File: src/rtl/fl_pkg.sv
package fl_pkg;
  localparam logic OP_ACQ = 1'b0;
  localparam logic OP_REL = 1'b1;

  typedef enum logic [2:0] {
    RSP_GRANT   = 3'd0,
    RSP_QUEUED  = 3'd1,
    RSP_FREED   = 3'd2,
    RSP_HANDOFF = 3'd3,
    RSP_ERROR   = 3'd4
  } rsp_code_e;
endpackage

File: src/rtl/fl_prio_arb.sv
module fl_prio_arb #(
  parameter int N = 4
) (
  input  logic [N-1:0] req,
  output logic [N-1:0] gnt
);
  logic seen;
  always_comb begin
    seen = 1'b0;
    for (int i = 0; i < N; i++) begin
      gnt[i] = req[i] && !seen;
      seen   = seen || req[i];
    end
  end
endmodule

File: src/rtl/fl_cmd_select.sv
module fl_cmd_select #(
  parameter int NPROC = 4,
  parameter int LW    = 3,
  localparam int PIDW = $clog2(NPROC)
) (
  input  logic [NPROC-1:0]    gnt,
  input  logic [NPROC-1:0]    ops,
  input  logic [NPROC*LW-1:0] locks,
  output logic                sel_op,
  output logic [LW-1:0]       sel_lock,
  output logic [PIDW-1:0]     sel_pid
);
  always_comb begin
    sel_op   = 1'b0;
    sel_lock = '0;
    sel_pid  = '0;
    for (int i = 0; i < NPROC; i++) begin
      if (gnt[i]) begin
        sel_op   = sel_op | ops[i];
        sel_lock = sel_lock | locks[i*LW +: LW];
        sel_pid  = sel_pid | PIDW'(i);
      end
    end
  end
endmodule

File: src/rtl/fl_lock_table.sv
module fl_lock_table
  import fl_pkg::*;
#(
  parameter int NPROC = 4,
  parameter int NLOCK = 8,
  localparam int PIDW = $clog2(NPROC),
  localparam int LW   = $clog2(NLOCK),
  localparam int CW   = $clog2(NPROC + 1),
  localparam int SW   = PIDW + 2,
  localparam int AW   = $clog2(NLOCK * NPROC)
) (
  input  logic            clk,
  input  logic            rst,
  input  logic            op_en,
  input  logic            op_kind,
  input  logic [LW-1:0]   op_lock,
  input  logic [PIDW-1:0] op_pid,
  output rsp_code_e       op_result,
  output logic [PIDW-1:0] deq_pid
);
  localparam logic [CW-1:0]   DEPTH_C = CW'(NPROC);
  localparam logic [PIDW-1:0] LAST_P  = PIDW'(NPROC - 1);

  logic [NLOCK-1:0] busy_q;
  logic [PIDW-1:0]  head_q [NLOCK];
  logic [CW-1:0]    cnt_q  [NLOCK];
  logic [PIDW-1:0]  wait_mem [NLOCK*NPROC];

  logic            cur_busy;
  logic [PIDW-1:0] cur_head;
  logic [CW-1:0]   cur_cnt;
  logic [SW-1:0]   tail_sum;
  logic [PIDW-1:0] tail_ptr;
  logic [AW-1:0]   wr_addr;
  logic [AW-1:0]   rd_addr;
  logic            wr_en;

  assign cur_busy = busy_q[op_lock];
  assign cur_head = head_q[op_lock];
  assign cur_cnt  = cnt_q[op_lock];

  always_comb begin
    tail_sum = SW'(cur_head) + SW'(cur_cnt);
    if (tail_sum >= SW'(NPROC)) tail_sum = tail_sum - SW'(NPROC);
    tail_ptr = tail_sum[PIDW-1:0];
  end

  assign wr_addr = AW'(op_lock) * AW'(NPROC) + AW'(tail_ptr);
  assign rd_addr = AW'(op_lock) * AW'(NPROC) + AW'(cur_head);
  assign deq_pid = wait_mem[rd_addr];

  always_comb begin
    op_result = RSP_GRANT;
    wr_en     = 1'b0;
    if (op_kind == OP_ACQ) begin
      if (!cur_busy) begin
        op_result = RSP_GRANT;
      end else if (cur_cnt < DEPTH_C) begin
        op_result = RSP_QUEUED;
        wr_en     = op_en;
      end else begin
        op_result = RSP_ERROR;
      end
    end else begin
      if (!cur_busy)             op_result = RSP_ERROR;
      else if (cur_cnt == '0)    op_result = RSP_FREED;
      else                       op_result = RSP_HANDOFF;
    end
  end

  always_ff @(posedge clk) begin
    if (wr_en) wait_mem[wr_addr] <= op_pid;
  end

  always_ff @(posedge clk) begin
    if (rst) begin
      busy_q <= '0;
      for (int i = 0; i < NLOCK; i++) begin
        head_q[i] <= '0;
        cnt_q[i]  <= '0;
      end
    end else if (op_en) begin
      case (op_result)
        RSP_GRANT:   busy_q[op_lock] <= 1'b1;
        RSP_QUEUED:  cnt_q[op_lock]  <= cur_cnt + CW'(1);
        RSP_FREED:   busy_q[op_lock] <= 1'b0;
        RSP_HANDOFF: begin
          cnt_q[op_lock]  <= cur_cnt - CW'(1);
          head_q[op_lock] <= (cur_head == LAST_P) ? '0 : cur_head + PIDW'(1);
        end
        default: ;
      endcase
    end
  end
endmodule

File: src/rtl/fairlock_unit.sv
module fairlock_unit
  import fl_pkg::*;
#(
  parameter int NPROC = 4,
  parameter int NLOCK = 8,
  localparam int PIDW = $clog2(NPROC),
  localparam int LW   = $clog2(NLOCK)
) (
  input  logic                clk,
  input  logic                rst,
  input  logic [NPROC-1:0]    cmd_valid,
  input  logic [NPROC-1:0]    cmd_op,
  input  logic [NPROC*LW-1:0] cmd_lock,
  output logic [NPROC-1:0]    cmd_ready,
  output logic                rsp_valid,
  output logic [PIDW-1:0]     rsp_pid,
  output logic [2:0]          rsp_code,
  output logic [LW-1:0]       rsp_lock,
  output logic                ub_valid,
  output logic [PIDW-1:0]     ub_pid,
  output logic [LW-1:0]       ub_lock,
  input  logic                ub_ready
);
  logic             can_take;
  logic [NPROC-1:0] arb_req;
  logic [NPROC-1:0] arb_gnt;
  logic             take;
  logic             sel_op;
  logic [LW-1:0]    sel_lock;
  logic [PIDW-1:0]  sel_pid;
  rsp_code_e        result;
  logic [PIDW-1:0]  deq_pid;

  assign can_take  = !ub_valid || ub_ready;
  assign arb_req   = cmd_valid & {NPROC{can_take}};
  assign cmd_ready = arb_gnt;
  assign take      = |arb_gnt;

  fl_prio_arb #(.N(NPROC)) arb_i (
    .req (arb_req),
    .gnt (arb_gnt)
  );

  fl_cmd_select #(.NPROC(NPROC), .LW(LW)) sel_i (
    .gnt      (arb_gnt),
    .ops      (cmd_op),
    .locks    (cmd_lock),
    .sel_op   (sel_op),
    .sel_lock (sel_lock),
    .sel_pid  (sel_pid)
  );

  fl_lock_table #(.NPROC(NPROC), .NLOCK(NLOCK)) tbl_i (
    .clk       (clk),
    .rst       (rst),
    .op_en     (take),
    .op_kind   (sel_op),
    .op_lock   (sel_lock),
    .op_pid    (sel_pid),
    .op_result (result),
    .deq_pid   (deq_pid)
  );

  always_ff @(posedge clk) begin
    if (rst) begin
      rsp_valid <= 1'b0;
      rsp_pid   <= '0;
      rsp_code  <= '0;
      rsp_lock  <= '0;
    end else begin
      rsp_valid <= take;
      if (take) begin
        rsp_pid  <= sel_pid;
        rsp_code <= result;
        rsp_lock <= sel_lock;
      end
    end
  end

  always_ff @(posedge clk) begin
    if (rst) begin
      ub_valid <= 1'b0;
      ub_pid   <= '0;
      ub_lock  <= '0;
    end else if (take && result == RSP_HANDOFF) begin
      ub_valid <= 1'b1;
      ub_pid   <= deq_pid;
      ub_lock  <= sel_lock;
    end else if (ub_ready) begin
      ub_valid <= 1'b0;
    end
  end
endmodule

File: config.mk
export PLATFORM = sky130hd
export DESIGN_NAME = fairlock_unit
export DESIGN_NICKNAME = d
export VERILOG_FILES = /design/src/rtl/fl_pkg.sv /design/src/rtl/fl_prio_arb.sv /design/src/rtl/fl_cmd_select.sv /design/src/rtl/fl_lock_table.sv /design/src/rtl/fairlock_unit.sv
export SDC_FILE = /design/constraint.sdc
export NUM_CORES = 1
export LEC_CHECK = 0
export ABC_AREA = 1
export BUFFER_PORTS_ARGS = -buffer_cell sky130_fd_sc_hd__buf_4
export CAP_MARGIN = 20
export CELL_PAD_IN_SITES_DETAIL_PLACEMENT = 1
export CELL_PAD_IN_SITES_GLOBAL_PLACEMENT = 2
export CORE_UTILIZATION = 38
export DETAILED_ROUTE_END_ITERATION = 16
export PLACE_DENSITY_LB_ADDON = 0.1
export SYNTH_ARGS = -nofsm -noshare
export SYNTH_HDL_FRONTEND = slang
export SYNTH_HIERARCHICAL = 1
export SYNTH_SLANG_ARGS = --single-unit
File: constraint.sdc
create_clock -name clk -period 5.15 [get_ports clk]
set_input_delay 0.515 -clock clk [delete_from_list [all_inputs] [get_ports clk]]
set_output_delay 0.515 -clock clk [all_outputs]
set_load 0.005 [all_outputs]
==> results of run 1 <==
[layer usage]
| layer | global-route usage (%) | vias to the layer above | wire length [µm] |
|---|---|---|---|
| met3 | 4.90 | 18 | 867 |
| met4 | 6.59 | 0 | 247 |
| met1 | 25.8 | 2446 | 7510 |
| met5 | 0 | - | 0 |
| li1 | - | 2466 | - |
| met2 | 38.1 | 83 | 8940 |
[where the power goes]
part | total (µW) | switching (µW) | internal (µW)
clock network | 1220 | 489 | 728
registers | 1140 | 7.58 | 1130
logic | 495 | 364 | 131
total | 2850 | 860 | 1990
[flip-flops by register name, indices dropped and copies added, names as in the netlist, named ones only]
register,cells
rsp_code,3
tbl_i/cnt_q,24
rsp_pid,2
ub_valid,1
ub_pid,2
ub_lock,3
tbl_i/wait_mem,64
rsp_lock,3
tbl_i/head_q,16
rsp_valid,1
[metrics by stage]
stage               setup slack, ns  instances  instance area, µm²  power (µW)
floorplan                      1.19        731                6370        1490
global route                  0.237       1008                7510        2970
global placement              0.594        974                6880        1650
CTS                           0.638       1008                7510        2890
detailed placement            0.386        976                6910        1660
finish                        0.694       1008                7510        2850
[logic make-up after synthesis]
family	count (synthesis)	synth area share, %
AO/OA/AOI/OAI	24	2.00
XOR/XNOR	5	1.33
adder cells (fa/ha/maj)	2	0.510
buffers and inverters	90	6.34
flip-flops	127	56.2
AND/OR/NAND/NOR	483	33.6
[area by class of cell]
class                   instances  share of cell area, %
clock buffers                  17                   5.66
clock inverters                15                   2.28
inverters                      64                   3.23
multi-input cells             514                   31.8
flip-flops and latches        127                   47.7
well taps                     216                   3.60
repair buffers                 55                   5.70
[final timing paths]
| check | end | depth (start not counted) |
|---|---|---|
| worst max register to register | tbl_i/wait_mem[6][1] | 22 |
| worst min-delay path | rsp_pid[1] | 2 |
| worst max-delay path | tbl_i/wait_mem[6][1] | 22 |
| worst min register to register | flip-flop | 2 |
[worst register-to-register path, stage by stage (launching register included)]
cell     delay, ns
dfxtp_1       0.32
inv_1         0.04
or2_2         0.28
inv_1         0.11
nor2_1        0.15
inv_1         0.08
nand2_1       0.06
nor2_1        0.41
nand2_1       0.12
nand2_1       0.07
inv_1         0.04
nand2_1       0.35
nand2_2       0.18
nor2_4        0.28
nand2_1       0.08
nand2_1       0.06
nor2_1        0.05
nand2_1       0.25
ha_1          0.33
xor2_4        0.24
xor2_2        0.22
nand2_2       0.21
nor2_1        0.23
[cells in the mapped netlist (2+ instances only)]
master	n	area (µm²)
nand2_4	4	45.0
a21oi_2	2	17.5
a21oi_1	21	105
nand2_2	20	125
nand3_1	86	430
buf_4	3	22.5
nand3b_1	4	30.0
inv_2	7	26.3
dfxtp_1	23	460
nor2_2	2	12.5
buf_6	5	56.3
xor2_2	3	48.8
nand4_1	9	56.3
buf_2	12	60.1
nor2_4	9	101
edfxtp_1	104	3120
inv_1	56	210
nor2_1	102	383
nand2_1	241	905
or2_1	2	12.5
clkbuf_1	5	18.8
[placed cells by master (no fill, tap or decap), types with 2 or more instances in the layout]
master and count:
edfxtp_1 104, nor2_2 3, xor2_2 3, clkbuf_16 17
bufinv_16 2, inv_6 6, or2_1 2, clkinvlp_4 2
clkinv_2 2, inv_1 56, nand2_1 241, nand3b_1 4
nor2_1 101, nand4_1 9, buf_8 2, nor2_4 9
nand3_1 86, dfxtp_1 23, a21oi_2 2, a21oi_1 21
inv_8 3, nand2_4 4, buf_4 53, inv_2 7
nand2_2 20
==> key figures, run 1 <==
Outcome
  – Status: finished clean

Clocking
  – Post-CTS Resized: 0
  – Max clock buf depth: 2
  – CTS Hold Buffers Added: 0
  – Skew-Pair Late Insertion Delay: 0.43 ns
  – Root Driver: clkbuf_16
  – CTS HTree Levels: 4
  – CTS tree: yes
  – Postcts setup bufs: 0
  – Clk sinks: roughly 130
  – Clock Pin Slew Worst Setup and Hold Paths: 0.06 ns
  – CTS Buf Count: 17

STA
  – Post-route minimum period: approximately 4.5 ns
  – Slew headroom: approximately 45%
  – RSZ-0062 raised after global routing: no
  – Peak Freq: 0.224 GHz
  – Fin Clk Skew: around 0.0074 ns
  – Slew Viols, Final: 0
  – Final setup viols: 0
  – Worst-Margin Slew: just over 0.8 ns
  – Final hold violations: 0
  – Setup TNS: 0 ns
  – Period utilization: 86.5%
  – Hold_ws: between 0.3 and 0.4 ns

Job
  – Max cap viols: 0

Placement
  – Count of input and output buffers: between 40 and 50
  – Global placement routability congestion: roughly 0.8
  – Detailed placement HPWL: about 12 mm

Synth
  – Register area share after synthesis: a little under three fifths
  – Post-synth EDFFs: 104
  – Synth warnings: 6
  – Mapped Nets: ~760
  – Ys flop type: edfxtp_1
  – Synthesized area: between 6000 and 7000 µm²
  – #FFs+latches synth: 127
  – Distinct cell type count after synthesis: 32
  – Ys async rst share: 0%
  – Mapped Avg Cell Area: between 8 and 9 µm²
  – Post-Syn Instances: roughly 730

Setup path
  – CP Capture Type: flip-flop
  – Crit path DAT: 4.58 ns
  – Slowest stage delay, CP: slightly above 0.4 ns
  – Cell Chain, Critical Path: inv_1 -> or2_2 -> inv_1 -> nor2_1 -> inv_1 -> nand2_1 -> nor2_1 -> nand2_1 -> nand2_1 -> inv_1 -> nand2_1 -> nand2_2 -> nor2_4 -> nand2_1 -> nand2_1 -> nor2_1 -> nand2_1 -> ha_1 -> xor2_4 -> xor2_2 -> nand2_2 -> nor2_1
  – Slowest stage cell on the critical path: nor2_1
  – Crit start category: flip-flop
  – Delay-heaviest family, CP: simple AND/OR/NAND/NOR gates
  – R2R setup slack: 0.69 ns
  – Maximum fanout along the worst path: 11
  – Buf/Inv on CP: 4
  – Worst r2r src: ub_valid
  – CP most frequent cell: nand2_1
  – Critical Path Source: ub_valid
  – Worst EP required: between 5 and 6 ns
  – Worst setup path class: reg2reg

Die
  – Die area: about 17000 µm²
  – Row count: 46
  – Die Y: 132 µm
  – IO Count: 42
  – Die X: approximately 130 µm
  – Starting Density: 39.6%
  – Area of the core: 16100 µm²

Global routing
  – Vias in the first global route: roughly 5400
  – First-pass GRT wire length: 28.3 mm
  – Gr usage total: 21.5%
  – Initial antenna violation count: 0
  – Global route overflow: 0
  – Largest net degree at the start of global routing: 41

Final layout
  – Fin util: ~47%
  – Number of diodes: 0
  – Footprint of the multi-input gates: roughly 2400 µm²
  – Register Area: roughly 3600 µm²
  – Nets: 804
  – Filler instances: between 1500 and 2000
  – Syn-to-layout area delta: 17.8%
  – Layout cells sized above 1: 17.7%

Hold path
  – Worst hold start: rst
  – Worst Hold Class: in2reg

Detailed routing
  – DRT iter0 DRCs: between 150 and 200
  – Post-DRT Antenna Nets: 0
  – Via count: between 5000 and 6000
  – Routed WL: 17.6 mm
  – Pre-antenna DRT Iters: 4
  – Post-DR wirelength/cell: about 17 µm
  – Vias/cell: about 5.0
  – DRC violations left: 0

Power
  – Maximum vdd drop: about 0.23 mV
  – Power Density: approximately 380 nW/µm²
  – Leakage: about 0.0031 µW
No activity file was read; power rests on OpenSTA's default activity.
==> run 2: changes to the inputs <==
- SYNTH_HIERARCHICAL: 1 -> unset
==> run 2 against run 1 <==
  * Maximum frequency up 8.3%
  * Design area up 0.53%
  * Total power up 7.9%
  * Synthesized cell count up 0.55%
  * Sequential share of layout area down 0.25 points
  * Critical path depth up 1
  * Largest cell class unchanged
==> key figures, run 2 <==
Hold path
  – Worst hold endpoint: rsp_lock[1]
  – Worst Hold Class: in2reg
  – WHS Path Cells: 2 (unchanged)
  – Worst hold start: rst

Setup path
  – Worst setup path class: reg2reg
  – CP Capture Type: flip-flop
  – Crit path DAT: 4.27 ns (-0.31 ns)
  – Crit start category: flip-flop
  – Worst r2r src: ub_valid
  – R2R depth: 23 (+4.5%)
  – RR Endpoint: tbl_i.cnt_q[7][2]
  – R2R setup slack: 1.04 ns (+0.34 ns)
  – Maximum fanout along the worst path: 16 (+5)
  – Worst EP required: 5.31 ns (+0.04 ns)

Detailed routing
  – Vias/cell: 5.01 (+0.84%)
  – DRT iter0 DRCs: 271 (+37%)
  – Via count: 5080 (+1.3%)
  – Post-DR wirelength/cell: 17.5 µm (+0.37%)
  – Routed WL: 17.7 mm (+0.87%)
  – DRC violations left: 0 (unchanged)
  – Post-DRT Antenna Nets: 0 (unchanged)
  – Pre-antenna DRT Iters: 4 (unchanged)

Synth
  – Synthesized area: 6470 µm² (+1.6%)
  – Distinct cell type count after synthesis: 37 (+16%)
  – Top-count cell post-synth: nand2_1
  – Post-Syn Instances: 735 (+0.55%)
  – Ranking of synthesized cells by area: edfxtp_1 (48%), nand2_1 (14%), dfxtp_1 (7.1%)
  – Top cells by count, synth: nand2_1 (234), edfxtp_1 (104), nor2_1 (97)
  – Cell taking the most area after synthesis: edfxtp_1
  – Mapped Nets: 760 (+0.53%)
  – Ys async rst share: 0% (unchanged)
  – Mapped Avg Cell Area: 8.81 µm² (+1.0%)
  – Post-synth EDFFs: 104 (unchanged)
  – Top cell type's share of synthesized area: 48.2% (-0.75 points)
  – Synth warnings: 0 (-6)
  – Ys flop type: edfxtp_1
  – Register area share after synthesis: 55.4% (-0.86 points)
  – #FFs+latches synth: 127 (unchanged)

STA
  – Peak Freq: 0.243 GHz (+8.3%)
  – RSZ-0062 raised after global routing: no
  – Setup TNS: 0 ns (unchanged)
  – Fin Clk Skew: 0.00547 ns (-0.00195 ns)
  – Post-route minimum period: 4.11 ns (-0.343 ns)
  – Final setup viols: 0 (unchanged)
  – Period utilization: 79.9% (-6.7 points)
  – Worst-Margin Slew: 0.976 ns (+0.152 ns)
  – Slew headroom: 34.9% (-10 points)
  – Slew Viols, Final: 0 (unchanged)
  – Final hold violations: 0 (unchanged)

Die
  – Die X: 133 µm (+0.76%)
  – Area of the core: 16600 µm² (+2.9%)
  – IO Count: 42 (unchanged)
  – Starting Density: 39.0% (-0.52 points)
  – Die Y: 133 µm (+0.76%)
  – Row count: 47 (+2.2%)
  – Die area: 17600 µm² (+1.5%)

Final layout
  – Fin util: 45.5% (-1.1 points)
  – Most frequent cells in the layout: nand2_1 (234), edfxtp_1 (104), nor2_1 (97)
  – Filler instances: 1977 (+4.7%)
  – Largest Register: tbl_i.wait_mem
  – Syn-to-layout area delta: 16.6%
  – Number of diodes: 0 (unchanged)
  – Layout cells sized above 1: 16.9% (-0.78 points)
  – Biggest regs: tbl_i.wait_mem: 64 flops, tbl_i.cnt_q: 24 flops, tbl_i.head_q: 16 flops
  – Nets: 805 (+0.12%)
  – Post-Layout Cell Count: 1013 (+0.50%)
  – Most common cell after layout, fill and taps aside: nand2_1
  – Largest register FFs: 64 (unchanged)

Global routing
  – Global route overflow: 0 (unchanged)
  – Largest net degree at the start of global routing: 37 (-9.8%)
  – Initial antenna violation count: 0 (unchanged)
  – Vias in the first global route: 5412 (+0.95%)
  – First-pass GRT wire length: 29.0 mm (+2.6%)
  – Gr usage total: 21.9% (+0.35 points)

Clocking
  – Clk sinks: 127 (unchanged)
  – CTS tree: yes
  – Clock Pin Slew Worst Setup and Hold Paths: 0.06 ns (about the same)
  – Max clock buf depth: 2 (unchanged)
  – Postcts setup bufs: 0 (unchanged)
  – Root Driver: clkbuf_16
  – Skew-Pair Late Insertion Delay: 0.42 ns (about the same)
  – CTS Buf Count: 17 (unchanged)
  – CTS Hold Buffers Added: 0 (unchanged)
  – CTS HTree Levels: 4 (unchanged)
  – Post-CTS Resized: 0 (unchanged)

Power
  – Seq pwr share: 38.5% (-1.4 points)
  – Maximum vdd drop: 0.218 mV (-6.8%)
  – Clock power share: 39.6% (-3.1 points)
  – Power Density: 407 nW/µm² (+7.4%)
  – Comb pwr share: 22.0% (+4.6 points)
  – Psw: 980 µW (+14%)
  – Sw Ratio: 31.8% (+1.7 points)
  – Int Power: 2100 µW (+5.3%)
  – Leakage: 0.00324 µW (+3.1%)

Placement
  – Global placement routability congestion: 0.827 (+3.0%)
  – Placed cell count: 981 (+0.51%)
  – Count of input and output buffers: 41 (unchanged)
  – Detailed placement HPWL: 12.1 mm (-2.1%)

Outcome
  – Status: finished clean

Job
  – Max cap viols: 0 (unchanged)
## run 2: cell types whose count changed in the layout (fill, tap and decap cells not counted), moves of 6 or more
cell | previous run | this run
clkinv_1 | 0 | 7
inv_2 | 7 | 14
nand2_1 | 241 | 234
nand2_2 | 20 | 14
nand3_1 | 86 | 62
nand3_2 | 1 | 8
nand3b_1 | 4 | 23
nor2_4 | 9 | 1
o21ai_0 | 1 | 11
## run 2: power groups by stage
stage               Clock, µW  Combinational [µW]  Sequential, µW
finish                   1220                 676            1180
global route             1280                 760            1190
CTS                      1230                 687            1180
floorplan                   0                 459            1200
detailed placement          0                 682            1210
global placement            0                 670            1200
## run 2: cell type report
cell class / instances / area [µm²] / share of cell area (%)
inverters: 77 / 294 / 3.89
repair buffers: 48 / 360 / 4.77
clock buffers: 17 / 425 / 5.63
clock inverters: 15 / 168 / 2.22
flip-flops and latches: 127 / 3580 / 47.5
multi-input cells: 509 / 2440 / 32.4
well taps: 220 / 275 / 3.65
## run 2: logic make-up after synthesis
logic type | synth area share [%]
buffers and inverters | 6.88
xor gates and xnor gates | 0.754
DFF | 55.4
adders and majority gates | 0.386
AOI/OAI and AO/OA | 3.98
and+or+nand+nor | 32.6
## run 2: how the worst max path moves through the flow
stage | from | endpoint | cells after the start
after floorplan | cmd_valid[2] | tbl_i.wait_mem[13][0] | 19
after CTS | ub_valid | tbl_i.wait_mem[6][1] | 17
final | ub_valid | tbl_i.cnt_q[7][2] | 23
after detailed placement | cmd_valid[2] | tbl_i.wait_mem[6][1] | 18
after global routing | ub_valid | tbl_i.cnt_q[7][2] | 23
after global placement | cmd_valid[2] | tbl_i.wait_mem[6][0] | 18
## run 2: per-stage QoR
step	hold slack, ns	instance area [µm²]	total power, µW	setup WS [ns]
6_report	0.333	7550	3080	1.04
5_1_grt	0.335	7550	3220	0.576
4_1_cts	0.323	7550	3100	1.02
3_5_place_dp	0.438	6960	1890	0.758
3_3_place_gp	0.435	6960	1870	0.796
2_1_floorplan	0.422	6470	1660	2.00
## run 2: per-layer routing
| metal | vias to the layer above | global-route usage, % | routed length, µm |
|---|---|---|---|
| met5 | - | 0 | 0 |
| met4 | 0 | 6.07 | 277 |
| met2 | 69 | 38.9 | 8960 |
| li1 | 2497 | - | - |
| met3 | 17 | 4.25 | 513 |
| met1 | 2497 | 26.9 | 7980 |
## run 2: critical path, cell delays in order, from the launching register on
cell and delay, ns:
dfxtp_1 0.36, inv_2 0.07, nor2_2 0.04, nor2_1 0.24
nand2_1 0.11, inv_2 0.10, nand2_1 0.07, nand2_2 0.32
inv_2 0.27, nand2_1 0.14, nand2_1 0.06, nand2_1 0.07
nand2_2 0.10, nor2_2 0.45, inv_2 0.11, a21oi_4 0.30
nand2_2 0.13, inv_2 0.16, nor2_1 0.06, nor2_1 0.09
ha_1 0.16, o21ai_0 0.09, nand2_1 0.27, nor2_1 0.09
